[src/rtl/apm_smi_pkg.sv]
package apm_smi_pkg;

    typedef enum logic [0:0] {
        SMI_IDLE    = 1'b0,
        SMI_PENDING = 1'b1
    } smi_state_e;

    typedef enum logic [1:0] {
        CMD_NONE     = 2'd0,
        CMD_ACPI_ON  = 2'd1,
        CMD_ACPI_OFF = 2'd2,
        CMD_SMI      = 2'd3
    } cmd_kind_e;

endpackage

[src/rtl/apm_cfg_bank.sv]
module apm_cfg_bank #(
    parameter int               CFG_AW      = 8,
    parameter logic [CFG_AW-1:0] CFG_BASE   = 8'h58,
    parameter int               CFG_BYTES   = 4,
    parameter int               SMI_CTL_IDX = 3,
    parameter int               SMI_EN_BIT  = 1,
    parameter logic [7:0]       STRAP_RESET = 8'h02
) (
    input  logic              clk,
    input  logic              rst_n,
    input  logic              smm_off,
    input  logic              wr,
    input  logic [CFG_AW-1:0] addr,
    input  logic [7:0]        wdata,
    output logic [7:0]        rdata,
    output logic              smi_en
);

    logic [7:0] bytes_q   [CFG_BYTES];
    logic [7:0] reset_val [CFG_BYTES];

    // Per-byte reset value: only the SMI control byte follows the strap.
    for (genvar g = 0; g < CFG_BYTES; g++) begin : g_rst
        if (g == SMI_CTL_IDX) begin : g_strap
            assign reset_val[g] = smm_off ? STRAP_RESET : 8'h00;
        end else begin : g_zero
            assign reset_val[g] = 8'h00;
        end
    end

    always_ff @(posedge clk) begin
        for (int i = 0; i < CFG_BYTES; i++) begin
            if (!rst_n) begin
                bytes_q[i] <= reset_val[i];
            end else if (wr && addr == CFG_AW'(int'(CFG_BASE) + i)) begin
                bytes_q[i] <= wdata;
            end
        end
    end

    always_comb begin
        rdata = 8'h00;
        for (int i = 0; i < CFG_BYTES; i++) begin
            if (addr == CFG_AW'(int'(CFG_BASE) + i)) begin
                rdata = bytes_q[i];
            end
        end
    end

    assign smi_en = bytes_q[SMI_CTL_IDX][SMI_EN_BIT];

endmodule

[src/rtl/apm_port_decode.sv]
module apm_port_decode
    import apm_smi_pkg::*;
#(
    parameter int               IO_AW    = 16,
    parameter logic [IO_AW-1:0] CMD_PORT = 16'h00B2,
    parameter logic [IO_AW-1:0] STS_PORT = 16'h00B3,
    parameter logic [7:0]       ACPI_ON  = 8'hF1,
    parameter logic [7:0]       ACPI_OFF = 8'hF0
) (
    input  logic             clk,
    input  logic             rst_n,
    input  logic             io_wr,
    input  logic [IO_AW-1:0] io_addr,
    input  logic [7:0]       io_wdata,
    output logic [7:0]       io_rdata,
    output cmd_kind_e        kind,
    output logic             sci_en
);

    logic [7:0] cmd_q;
    logic [7:0] scratch_q;
    logic       sci_q;
    logic       cmd_hit;
    logic       sts_hit;

    assign cmd_hit = io_wr && (io_addr == CMD_PORT);
    assign sts_hit = io_wr && (io_addr == STS_PORT);

    always_comb begin
        kind = CMD_NONE;
        if (cmd_hit) begin
            if (io_wdata == ACPI_ON) begin
                kind = CMD_ACPI_ON;
            end else if (io_wdata == ACPI_OFF) begin
                kind = CMD_ACPI_OFF;
            end else begin
                kind = CMD_SMI;
            end
        end
    end

    always_ff @(posedge clk) begin
        if (!rst_n) begin
            cmd_q     <= 8'h00;
            scratch_q <= 8'h00;
            sci_q     <= 1'b0;
        end else begin
            if (cmd_hit) cmd_q <= io_wdata;
            if (sts_hit) scratch_q <= io_wdata;
            unique case (kind)
                CMD_ACPI_ON:  sci_q <= 1'b1;
                CMD_ACPI_OFF: sci_q <= 1'b0;
                default:      sci_q <= sci_q;
            endcase
        end
    end

    always_comb begin
        if (io_addr == CMD_PORT) begin
            io_rdata = cmd_q;
        end else if (io_addr == STS_PORT) begin
            io_rdata = scratch_q;
        end else begin
            io_rdata = 8'h00;
        end
    end

    assign sci_en = sci_q;

endmodule

[src/rtl/apm_smi_fsm.sv]
module apm_smi_fsm
    import apm_smi_pkg::*;
(
    input  logic      clk,
    input  logic      rst_n,
    input  cmd_kind_e kind,
    input  logic      smi_en,
    input  logic      smi_ack,
    output logic      smi_req
);

    smi_state_e state_q;
    smi_state_e state_d;
    logic       fire;

    assign fire = (kind == CMD_SMI) && smi_en;

    // State register
    always_ff @(posedge clk) begin
        if (!rst_n) begin
            state_q <= SMI_IDLE;
        end else begin
            state_q <= state_d;
        end
    end

    // Transitions: RAISE, HOLD, RETIRE
    always_comb begin
        state_d = state_q;
        unique case (state_q)
            SMI_IDLE:    state_d = fire ? SMI_PENDING : SMI_IDLE;
            SMI_PENDING: state_d = (smi_ack && !fire) ? SMI_IDLE : SMI_PENDING;
        endcase
    end

    // Outputs
    always_comb begin
        smi_req = (state_q == SMI_PENDING);
    end

endmodule

[src/rtl/apm_smi_ctrl.sv]
module apm_smi_ctrl
    import apm_smi_pkg::*;
#(
    parameter int                IO_AW       = 16,
    parameter logic [IO_AW-1:0]  CMD_PORT    = 16'h00B2,
    parameter logic [IO_AW-1:0]  STS_PORT    = 16'h00B3,
    parameter logic [7:0]        ACPI_ON     = 8'hF1,
    parameter logic [7:0]        ACPI_OFF    = 8'hF0,
    parameter int                CFG_AW      = 8,
    parameter logic [CFG_AW-1:0] CFG_BASE    = 8'h58,
    parameter int                CFG_BYTES   = 4,
    parameter int                SMI_CTL_IDX = 3,
    parameter int                SMI_EN_BIT  = 1,
    parameter logic [7:0]        STRAP_RESET = 8'h02
) (
    input  logic              clk,
    input  logic              rst_n,
    input  logic              smm_off_strap,
    input  logic [IO_AW-1:0]  io_addr,
    input  logic              io_wr,
    input  logic [7:0]        io_wdata,
    output logic [7:0]        io_rdata,
    input  logic [CFG_AW-1:0] cfg_addr,
    input  logic              cfg_wr,
    input  logic [7:0]        cfg_wdata,
    output logic [7:0]        cfg_rdata,
    input  logic              smi_ack,
    output logic              smi_req,
    output logic              sci_en
);

    cmd_kind_e cmd_kind;
    logic      smi_en;

    apm_cfg_bank #(
        .CFG_AW     (CFG_AW),
        .CFG_BASE   (CFG_BASE),
        .CFG_BYTES  (CFG_BYTES),
        .SMI_CTL_IDX(SMI_CTL_IDX),
        .SMI_EN_BIT (SMI_EN_BIT),
        .STRAP_RESET(STRAP_RESET)
    ) u_cfg (
        .clk    (clk),
        .rst_n  (rst_n),
        .smm_off(smm_off_strap),
        .wr     (cfg_wr),
        .addr   (cfg_addr),
        .wdata  (cfg_wdata),
        .rdata  (cfg_rdata),
        .smi_en (smi_en)
    );

    apm_port_decode #(
        .IO_AW   (IO_AW),
        .CMD_PORT(CMD_PORT),
        .STS_PORT(STS_PORT),
        .ACPI_ON (ACPI_ON),
        .ACPI_OFF(ACPI_OFF)
    ) u_dec (
        .clk     (clk),
        .rst_n   (rst_n),
        .io_wr   (io_wr),
        .io_addr (io_addr),
        .io_wdata(io_wdata),
        .io_rdata(io_rdata),
        .kind    (cmd_kind),
        .sci_en  (sci_en)
    );

    apm_smi_fsm u_fsm (
        .clk    (clk),
        .rst_n  (rst_n),
        .kind   (cmd_kind),
        .smi_en (smi_en),
        .smi_ack(smi_ack),
        .smi_req(smi_req)
    );

endmodule

[config.mk]
export PLATFORM = sky130hd
export DESIGN_NAME = apm_smi_ctrl
export DESIGN_NICKNAME = d
export VERILOG_FILES = /design/src/rtl/apm_smi_pkg.sv /design/src/rtl/apm_cfg_bank.sv /design/src/rtl/apm_port_decode.sv /design/src/rtl/apm_smi_fsm.sv /design/src/rtl/apm_smi_ctrl.sv
export SDC_FILE = /design/constraint.sdc
export NUM_CORES = 1
export LEC_CHECK = 0
export BUFFER_PORTS_ARGS = -buffer_cell sky130_fd_sc_hd__buf_2
export CORE_ASPECT_RATIO = 1.75
export CORE_MARGIN = 2
export CORE_UTILIZATION = 25
export CTS_CLUSTER_DIAMETER = 100
export DETAILED_ROUTE_END_ITERATION = 10
export GPL_ROUTABILITY_DRIVEN = 0
export PLACE_DENSITY_LB_ADDON = 0.1
export SLEW_MARGIN = 0
export SYNTH_ARGS = -nofsm -noshare
export SYNTH_HDL_FRONTEND = slang
export SYNTH_SLANG_ARGS = --single-unit
[constraint.sdc]
create_clock -name clk -period 2.05 [get_ports clk]
set_input_delay 0.205 -clock clk [delete_from_list [all_inputs] [get_ports clk]]
set_output_delay 0.205 -clock clk [all_outputs]
set_load 0.05 [all_outputs]
Word level (Yosys, flattened, before mapping)
Memories as Yosys holds them, arrays and structs flattened.
Cells that the tools add are included.
W data, S select, Z words.
{"block": "word_totals", "output_inout_bits": 18, "ramBits": 32, "ff_bits": 18, "n_memories": 1, "in_bits": 46}
{"name": "u_cfg.bytes_q", "depth": 4, "width": 8, "read_ports": 4, "rd_clocked_by_memory_dff": 0, "wr": 4, "line": "apm_cfg_bank.sv:19", "source": "logic [7:0] bytes_q [CFG_BYTES];"}
{"block": "classes", "bitwise": 5, "reduce_logical": 10, "n_eq_ne": 11, "mux": 31}
{"cell": "$mux W8", "count": 10}
{"cell": "$eq A16 B8 Y1 const B", "count": 2}
{"cell": "$eq A8 B7 Y1 const B", "count": 4}
{"cell": "$eq A8 B8 Y1 const B", "count": 2}
{"cell": "$mux W1", "count": 16}
{"cell": "$logic_and A1 B1 Y1", "count": 8}
{"cell": "$mux W2", "count": 3}
{"cell": "$eq A2 B2 Y1 const B", "count": 2}
{"cell": "$or A1 B1 Y1", "count": 4}
{"cell": "$pmux W1 S2", "count": 2}
{"cell": "$eq A2 B1 Y1 const B", "count": 1}
{"cell": "$reduce_bool A2 Y1", "count": 1}
{"cell": "$logic_not A1 Y1", "count": 1}
{"cell": "$not A1 Y1", "count": 1}

Logic depth before layout (Yosys ltp)
Gate-level depths: netlist of run 1.
{"block": "depth", "depth_word": 10, "depth_mapped": 9, "ltp_nobuf": 8}

By module
From an unflattened synthesis of run 1, not the netlist that was laid out.
{"block": "hier_totals", "cells_unflattened": 195, "hier_area_um2": 2511.2}
{"module": "apm_cfg_bank", "instances": 1, "cells_per_inst": 100, "seq_area_each_um2": 960.9, "area_per_inst_um2": 1607.8}
{"module": "apm_port_decode", "instances": 1, "cells_per_inst": 91, "seq_area_each_um2": 340.3, "area_per_inst_um2": 865.8}
{"module": "apm_smi_fsm", "instances": 1, "cells_per_inst": 4, "seq_area_each_um2": 20.0, "area_per_inst_um2": 37.5}

Worst setup path after synthesis of run 1
No wires, ideal clock.
{"block": "synth_path", "path_type": "input-to-reg", "from": "input cfg_addr[7]", "to": "memory u_cfg.bytes_q[1][0] (enable)", "arrival_time_ps": 1433, "path_stages": 4, "setup_time_ps": 387, "path_buffers": 1, "path_slack_ps": 230, "cell_sequence": "and4bb_2 -> buf_4 -> nand2_4 -> o31ai_1"}
{"item": "from (decl)", "line": "apm_smi_ctrl.sv:23", "source": "input logic [CFG_AW-1:0] cfg_addr,"}
{"item": "to (decl)", "line": "apm_cfg_bank.sv:19"}

==> results of run 1 <==
==> layer usage <==
| layer | vias up | track usage [%] | share of wire (%) |
|---|---|---|---|
| met5 | - | 0 | 0 |
| met3 | 6 | 2.70 | 4.6 |
| met2 | 56 | 23.0 | 54 |
| li1 | 886 | - | - |
| met1 | 828 | 13.7 | 40 |
| met4 | 0 | 4.24 | 1.3 |
==> power by group through the flow <==
| stage | logic, mW | registers, mW | clock network (mW) |
|---|---|---|---|
| final | 0.176 | 1.11 | 0.943 |
| after global routing | 0.193 | 1.11 | 1.02 |
| after CTS | 0.182 | 1.11 | 0.979 |
| after detailed placement | 0.181 | 1.13 | 0 |
| after global placement | 0.180 | 1.13 | 0 |
| after floorplan | 0.0909 | 1.13 | 0 |
==> logic make-up after synthesis <==
family | share of synthesized area (%)
simple gates | 24.4
flops | 52.3
mux | 17.1
buf+inv | 3.02
compound gates | 2.28
fa+ha+maj | 0.989
==> through the flow <==
step | util, % | setup slack (ps) | power (mW) | std cells
after detailed placement | 30.8 | 98.6 | 1.31 | 396
after CTS | 32.5 | 255 | 2.27 | 404
after floorplan | - | 230 | 1.22 | 204
final | 32.5 | 291 | 2.23 | 404
after global routing | 32.5 | 205 | 2.32 | 404
after global placement | 30.8 | 166 | 1.31 | 396
==> layout make-up <==
type,count,area (µm²),area share [%]
Clock inverter,2,37.5,1.17
Multi-Input combinational cell,142,1130,35.3
Tap cell,125,156,4.88
Clock buffer,6,129,4.02
Inverter,2,7.51,0.234
Sequential cell,50,1320,41.3
Timing Repair Buffer,77,420,13.1
==> state kept, by name, summed over array words and instances, names as in the netlist <==
register         flops
u_cfg.bytes_q       32
u_dec.cmd_q          8
u_dec.scratch_q      8
u_dec.sci_en         1
u_fsm.smi_req        1
==> path summary, 6_finish.rpt <==
| path | startpoint | endpoint | slack [ps] | depth (start not counted) |
|---|---|---|---|---|
| max | u_cfg.bytes_q[3][1] | cfg_rdata[1] | 290 | 3 |
| min | smi_ack | u_fsm.smi_req | 190 | 3 |
| max reg2reg | u_dec.sci_en | u_dec.sci_en | 1350 | 3 |
| min reg2reg | u_dec.cmd_q[2] | u_dec.cmd_q[2] | 460 | 2 |
==> cells in the final DEF (no fill, tap or decap) <==
cell         n
buf_2       63
and2_1      32
edfxtp_1    32
nand2_1     28
mux2i_1     24
dfxtp_1     18
buf_4       14
nor2_1       9
mux4_2       8
and3_1       8
clkbuf_16    5
o21ai_0      4
nand4_1      3
nor4_4       3
inv_1        2
a21boi_0     2
nand2b_1     2
o31ai_1      2
ha_1         2
nor4b_1      1
and4b_1      1
nor4bb_1     1
o21a_1       1
nor2b_1      1
and4bb_2     1
nor3b_1      1
nand3_4      1
nand3_1      1
nor2_4       1
mux2_2       1
nand2_4      1
nor3_4       1
or2_1        1
nor3_2       1
bufinv_16    1
clkbuf_1     1
clkinvlp_4   1
==> cell usage after synthesis (2+ instances only) <==
library cell,instances
a21boi_0,2
o21ai_0,4
edfxtp_1,32
buf_4,3
nor2_1,9
dfxtp_1,18
mux2i_1,24
inv_1,2
nor4_4,3
and2_1,32
nand4_1,3
nand2b_1,2
buf_6,2
o31ai_1,2
mux4_2,8
nand2_1,28
buf_2,4
ha_1,2
and3_1,8
==> tightest hold or removal path, stage by stage <==
cell and delay [ps]:
buf_2 70, nand2b_1 80, a21boi_0 70
==> results.py, run 1 <==
metrics = {
    "sta": {
        "rsz0062_at_grt": "false",
        "hold_viol_final": 0,
        "fin_skew_ps": 5.65,
        "tns_ps": 0,
        "setup_viol_count_final": 0,
        "min_period_ps": 1760,
        "whs_ps": 185,
        "fin_crit_sh_pct": 85.8,
        "slew_headroom_pct": 64.9,
        "worst_pin_slew_ps": 526,
        "max_freq_ghz": 0.568,
        "maxSlewViolCount": 0,
    },
    "pwr": {
        "power_density_nw_per_um2": 695,
        "p_int_mw": 1.76,
        "p_leak_nw": 1.35,
        "p_switching_mw": 0.469,
        "combinationalPowerShare_pct": 7.9,
        "seq_power_share_pct": 49.8,
        "switching_share_pct": 21.1,
        "p_clk_share_pct": 42.3,
        "irDropWorstVdd_uv": 474,
    },
    "clocking": {
        "cts_resized": 0,
        "cts_num_sinks": 50,
        "cts-buffers-inserted": 5,
        "insertion_delay_ps": 290,
        "clkTransAtPathRegs_ps": 70,
        "hold_buffers": 0,
        "clockBufferDepth": 2,
        "cts_tree": "built",
        "htreeDepth": 2,
        "postCtsSetupBuffers": 0,
        "cts-root-buf": "clkbuf_16",
    },
    "synth": {
        "synthFlopType": "edfxtp_1",
        "synthDistinctLibCells": 35,
        "synthTopCellsByArea": "edfxtp_1 38%, dfxtp_1 14%, mux2i_1 9.5%",
        "yosysSeqAreaShare_pct": 52.3,
        "synth-seq-cells": 50,
        "yosys.area.top_type": "edfxtp_1",
        "async_flop_share_pct": 0,
        "syn_area_per_cell_um2": 12.4,
        "synthCells": 204,
        "yosysWarnings": 0,
        "syn_nets": 252,
        "synth-edff-count": 32,
        "netlist_area_um2": 2530,
        "synth_top_cell_area_share_pct": 38.0,
    },
    "drt": {
        "via_per_inst": 4.40,
        "vias": 1776,
        "drc": 0,
        "dr.pass1.iters": 4,
        "ant_nets": 0,
        "wl_mm": 6.36,
        "first_iter_violations": 41,
        "wire_per_inst_um": 15.7,
    },
    "grt": {
        "antenna_found_initial": 0,
        "grt_pass1_vias": 1856,
        "track_usage_pct": 12.4,
        "grt_max_degree": 27,
        "grt_pass1_wl_mm": 9.87,
        "grt_overflow": 0,
    },
    "worst_setup_path": {
        "cp-start-kind": "flop",
        "arrival_ps": 1550,
        "end_kind": "output port",
        "crit_family": "multiplexers",
        "cpPeakStageDelay_ps": 470,
        "critPathMaxFanout": 2,
        "path_cells": "mux4_2, and3_1, buf_2",
        "crit_type": "reg2out",
        "cp.required_ps": 1850,
        "critPathSlowestCell": "mux4_2",
        "critPathBufInv": 1,
    },
    "final_layout": {
        "fillers": 1024,
        "layout-drive-gt1-share_pct": 36.6,
        "final_area_um2": 3200,
        "area_growth_pct": 26.7,
        "nets": 326,
        "diodes": 0,
    },
    "placed_design": {
        "placed_area_um2": 3040,
        "place_hpwl_mm": 4.71,
        "port_buffers": 63,
    },
    "die": {
        "row_count": 48,
        "core_um2": 9850,
        "start_util_pct": 25.7,
        "ios": 64,
        "die-area_um2": 11000,
        "die_h_um": 137,
        "die_x_um": 80.0,
    },
    "worst_hold_path": {
        "hp-class": "in2reg",
    },
    "flow_run": {
        "cap_violations": 0,
    },
    "run_status": {
        "outcome": "completed",
    },
}
Note: power is estimated with default switching activity, not from simulation.
==> inputs of run 2 (changes only) <==
==> constraint.sdc (replaced) <==
create_clock -name clk -period 2.05 [get_ports clk]
set_input_delay 0.205 -clock clk [delete_from_list [all_inputs] [get_ports clk]]
set_output_delay 0.205 -clock clk [all_outputs]
set_load 0.005 [all_outputs]
==> results.py, run 2 (same netlist as run 1, synthesis figures left out) <==
metrics = {
    "worst_setup_path": {
        "cp-start-kind": "input port",
        "cpPeakStageDelay_ps": 550,
        "end_kind": "output port",
        "path_cells": "buf_2, mux4_2, and3_1, buf_2",
        "critPathSlowestCell": "mux4_2",
        "critPathMaxFanout": 13,
        "crit_family": "multiplexers",
        "crit_type": "in2out",
        "r2r_start": "u_dec.sci_en",
        "critPathBufInv": 2,
        "crit_start": "cfg_addr[0]",
        "r2r_cells": 3,
        "r2r_end": "u_dec.sci_en",
        "cp.required_ps": 1850,
        "arrival_ps": 1460,
        "rrSetupSlack_ps": 1350,
        "crit_top_cell": "buf_2",
    },
    "pwr": {
        "power_density_nw_per_um2": 653,
        "p_total_mw": 2.07,
        "irDropWorstVdd_uv": 488,
        "p_leak_nw": 1.33,
    },
    "die": {
        "die_h_um": 137,
        "start_util_pct": 25.7,
        "ios": 64,
        "die_x_um": 80.0,
        "die-area_um2": 11000,
        "row_count": 48,
        "core_um2": 9850,
    },
    "flow_run": {
        "cap_violations": 0,
    },
    "final_layout": {
        "largest_reg_flops": 32,
        "area_growth_pct": 25.5,
        "regMostFlops": "u_cfg.bytes_q",
        "diodes": 0,
        "fillers": 1017,
        "nets": 326,
        "final_common_cell": "buf_2",
        "layout-drive-gt1-share_pct": 36.2,
        "reg_top3": "u_cfg.bytes_q x32, u_dec.cmd_q x8, u_dec.scratch_q x8",
        "layout_common_cells": "63 x buf_2, 32 x and2_1, 32 x edfxtp_1, 28 x nand2_1, 24 x mux2i_1",
    },
    "worst_hold_path": {
        "hp-class": "in2reg",
        "hold_depth": 3,
        "hp-start": "smi_ack",
        "worstHoldEndpoint": "u_fsm.smi_req",
    },
    "sta": {
        "worst_pin_slew_ps": 562,
        "hold_viol_final": 0,
        "min_period_ps": 1670,
        "fin_crit_sh_pct": 81.4,
        "maxSlewViolCount": 0,
        "max_freq_ghz": 0.599,
        "whs_ps": 185,
        "fin_skew_ps": 0.598,
        "tns_ps": 0,
        "setup_viol_count_final": 0,
        "slew_headroom_pct": 62.5,
        "rsz0062_at_grt": "false",
    },
    "clocking": {
        "cts_num_sinks": 50,
        "cts-buffers-inserted": 5,
        "postCtsSetupBuffers": 0,
        "clockBufferDepth": 2,
        "cts_tree": "built",
        "clkTransAtPathRegs_ps": 60,
        "htreeDepth": 2,
        "cts-root-buf": "clkbuf_16",
        "insertion_delay_ps": 290,
        "cts_resized": 0,
        "hold_buffers": 0,
    },
    "grt": {
        "grt_overflow": 0,
        "grt_pass1_wl_mm": 9.76,
        "antenna_found_initial": 0,
        "grt_max_degree": 27,
        "track_usage_pct": 12.3,
        "grt_pass1_vias": 1864,
    },
    "run_status": {
        "outcome": "completed",
    },
    "drt": {
        "drc": 0,
        "ant_nets": 0,
        "first_iter_violations": 39,
        "vias": 1775,
        "via_per_inst": 4.39,
        "wire_per_inst_um": 15.6,
        "wl_mm": 6.32,
        "dr.pass1.iters": 4,
    },
    "placed_design": {
        "port_buffers": 63,
        "place_hpwl_mm": 4.69,
    },
}
==> run 2: report_power, final <==
part	internal (mW)	total, mW	switching [mW]
sequential	1.10	1.11	0.00801
clock	0.446	0.791	0.345
combinational	0.0815	0.173	0.0913
total	1.63	2.07	0.444
==> run 2: layout make-up <==
class | count | area (µm²) | share of cell area (%)
Sequential cell | 50 | 1320 | 41.6
Clock buffer | 6 | 129 | 4.06
Clock inverter | 2 | 8.76 | 0.276
Inverter | 2 | 7.51 | 0.237
Tap cell | 125 | 156 | 4.93
Multi-Input combinational cell | 142 | 1130 | 35.6
Timing Repair Buffer | 77 | 420 | 13.2
==> run 2: worst max path at each step <==
stage | slack [ps] | cells past startpoint | to
2_1_floorplan | 230 | 4 | u_cfg.bytes_q[1][0]
3_3_place_gp | 160 | 9 | u_dec.sci_en
3_5_place_dp | 120 | 9 | u_dec.sci_en
4_1_cts | 340 | 3 | cfg_rdata[1]
5_1_grt | 250 | 9 | u_dec.sci_en
6_report | 380 | 4 | cfg_rdata[4]
==> run 2: through the flow <==
| stage | std cells | worst slack (ps) | util [%] | cell area [µm²] |
|---|---|---|---|---|
| global placement | 396 | 164 | 30.8 | 3040 |
| detailed placement | 396 | 118 | 30.8 | 3040 |
| finish | 404 | 381 | 32.2 | 3170 |
| global route | 404 | 250 | 32.2 | 3170 |
| CTS | 404 | 343 | 32.2 | 3170 |
| floorplan | 204 | 230 | - | 2530 |
==> run 2: routing by layer <==
layer | global-route usage, % | wire length, µm
met1 | 13.3 | 2470
met2 | 22.9 | 3380
met3 | 2.64 | 319
met4 | 4.80 | 149
met5 | 0 | 0
==> run 2: tightest hold or removal path: stages <==
cell and delay (ps):
buf_2 70, nand2b_1 80, a21boi_0 70
==> inputs of run 3 (changes only) <==
Clock period 2.05 ns to 1.67 ns, I/O delays scaled along.
==> results.py, run 3 (same netlist as run 1, synthesis figures left out) <==
metrics = {
    "sta": {
        "fin_ws_ps": 68.6,
        "slew_headroom_pct": 63.4,
        "max_freq_ghz": 0.624,
        "maxSlewViolCount": 0,
        "worst_pin_slew_ps": 549,
        "rsz0062_at_grt": "false",
        "min_period_ps": 1600,
        "fin_crit_sh_pct": 95.9,
        "setup_viol_count_final": 0,
        "fin_skew_ps": 4.57,
        "tns_ps": 0,
        "whs_ps": 143,
        "hold_viol_final": 0,
    },
    "pwr": {
        "p_total_mw": 2.75,
        "seq_power_share_pct": 49.5,
        "power_density_nw_per_um2": 827,
        "p_leak_nw": 1.40,
        "p_clk_share_pct": 42.1,
        "combinationalPowerShare_pct": 8.4,
        "switching_share_pct": 21.0,
        "p_switching_mw": 0.577,
        "p_int_mw": 2.17,
        "irDropWorstVdd_uv": 569,
    },
    "clocking": {
        "cts-buffers-inserted": 5,
        "cts_tree": "built",
        "clockBufferDepth": 2,
        "insertion_delay_ps": 290,
        "cts-root-buf": "clkbuf_16",
        "cts_num_sinks": 50,
        "htreeDepth": 2,
        "clkTransAtPathRegs_ps": 70,
    },
    "placed_design": {
        "preCtsSetupSlack_ps": -257,
        "port_buffers": 63,
        "place_hpwl_mm": 4.91,
    },
    "worst_setup_path": {
        "cpPeakStageDelay_ps": 460,
        "path_cells": "mux4_2, and3_1, buf_2",
        "critPathBufInv": 1,
        "crit_family": "multiplexers",
        "arrival_ps": 1430,
        "end_kind": "output port",
        "crit_type": "reg2out",
        "cp-start-kind": "flop",
        "cp.required_ps": 1500,
        "critPathSlowestCell": "mux4_2",
        "critPathMaxFanout": 1,
    },
    "die": {
        "core_um2": 9850,
        "ios": 64,
        "start_util_pct": 25.7,
        "die_h_um": 137,
        "die_x_um": 80.0,
        "die-area_um2": 11000,
        "row_count": 48,
    },
    "grt": {
        "grt_max_degree": 27,
        "grt_pass1_vias": 1912,
        "antenna_found_initial": 0,
        "track_usage_pct": 13.0,
        "grt_pass1_wl_mm": 10.2,
        "grt_overflow": 0,
    },
    "final_layout": {
        "layout-drive-gt1-share_pct": 40.5,
        "regMostFlops": "u_cfg.bytes_q",
        "largest_reg_flops": 32,
        "fillers": 1048,
        "post-route-util_pct": 33.8,
        "final_common_cell": "buf_2",
        "diodes": 0,
        "seqCellArea_um2": 1320,
        "area_growth_pct": 31.5,
        "nets": 338,
        "multi_input_area_um2": 1150,
        "reg_top3": "u_cfg.bytes_q x32, u_dec.cmd_q x8, u_dec.scratch_q x8",
        "layout_common_cells": "63 x buf_2, 32 x and2_1, 32 x edfxtp_1, 28 x nand2_1, 25 x buf_4",
    },
    "drt": {
        "via_per_inst": 4.41,
        "drc": 0,
        "dr.pass1.iters": 4,
        "wire_per_inst_um": 16.0,
        "first_iter_violations": 43,
        "vias": 1833,
        "wl_mm": 6.64,
        "ant_nets": 0,
    },
    "run_status": {
        "outcome": "completed",
    },
    "worst_hold_path": {
        "hp-class": "in2reg",
    },
    "flow_run": {
        "cap_violations": 0,
    },
}
[run 3: cell count changes in the layout (fill, tap and decap cells not counted), sizes merged]
cell    before  now
bufinv       0    1
buf         77   89
clkinv       1    0
[run 3: final cells by class]
class,instances,area share [%]
clock buffer,6,3.88
clock inverter,2,1.13
inverter,2,0.226
multi-input combinational,142,34.6
sequential,50,39.7
tap,125,4.70
timing repair buffer,89,15.7
[run 3: worst paths after layout]
| path | endpoint | cells past startpoint | from | slack (ps) |
|---|---|---|---|---|
| max reg2reg | u_fsm.smi_req | 3 | u_cfg.bytes_q[3][1] | 910 |
| max | cfg_rdata[6] | 3 | u_cfg.bytes_q[3][6] | 70 |
| min | u_fsm.smi_req | 3 | smi_ack | 140 |
| min reg2reg | u_dec.cmd_q[6] | 2 | u_dec.cmd_q[6] | 460 |
[run 3: worst register-to-register path: stages (launching register included)]
cell and delay, ps:
edfxtp_1 390, buf_4 140, nand2_1 50, a21boi_0 70
[run 3: per-stage QoR]
step	std cells	instance area [µm²]
5_1_grt	416	3320
3_3_place_gp	407	3130
2_1_floorplan	204	2530
4_1_cts	415	3300
3_5_place_dp	407	3130
6_report	416	3320
[run 3: per-layer routing]
metal  part of all wire, %  vias to the layer above  track usage, %  routed length (µm)
met5                     0                        -               0                   0
met4                   2.0                        0            5.37                 130
met3                   4.6                        7            2.37                 306
met2                    55                       57            24.6                3660
met1                    38                      870            13.7                2540
li1                      -                      899               -                   -
[run 3: power groups by stage]
stage / combinational [mW] / clock (mW) / sequential (mW)
global route: 0.254 / 1.26 / 1.37
finish: 0.232 / 1.16 / 1.36
global placement: 0.231 / 0 / 1.39
CTS: 0.234 / 1.20 / 1.36
detailed placement: 0.233 / 0 / 1.39
floorplan: 0.107 / 0 / 1.39
[run 3: what timing repair did]
item | CTS | global route
resized for setup | 0 | 5
setup endpoints to repair | 0 | 5
setup buffers | 0 | 1
hold buffers | 0 | 0
hold endpoints to repair | 0 | 0
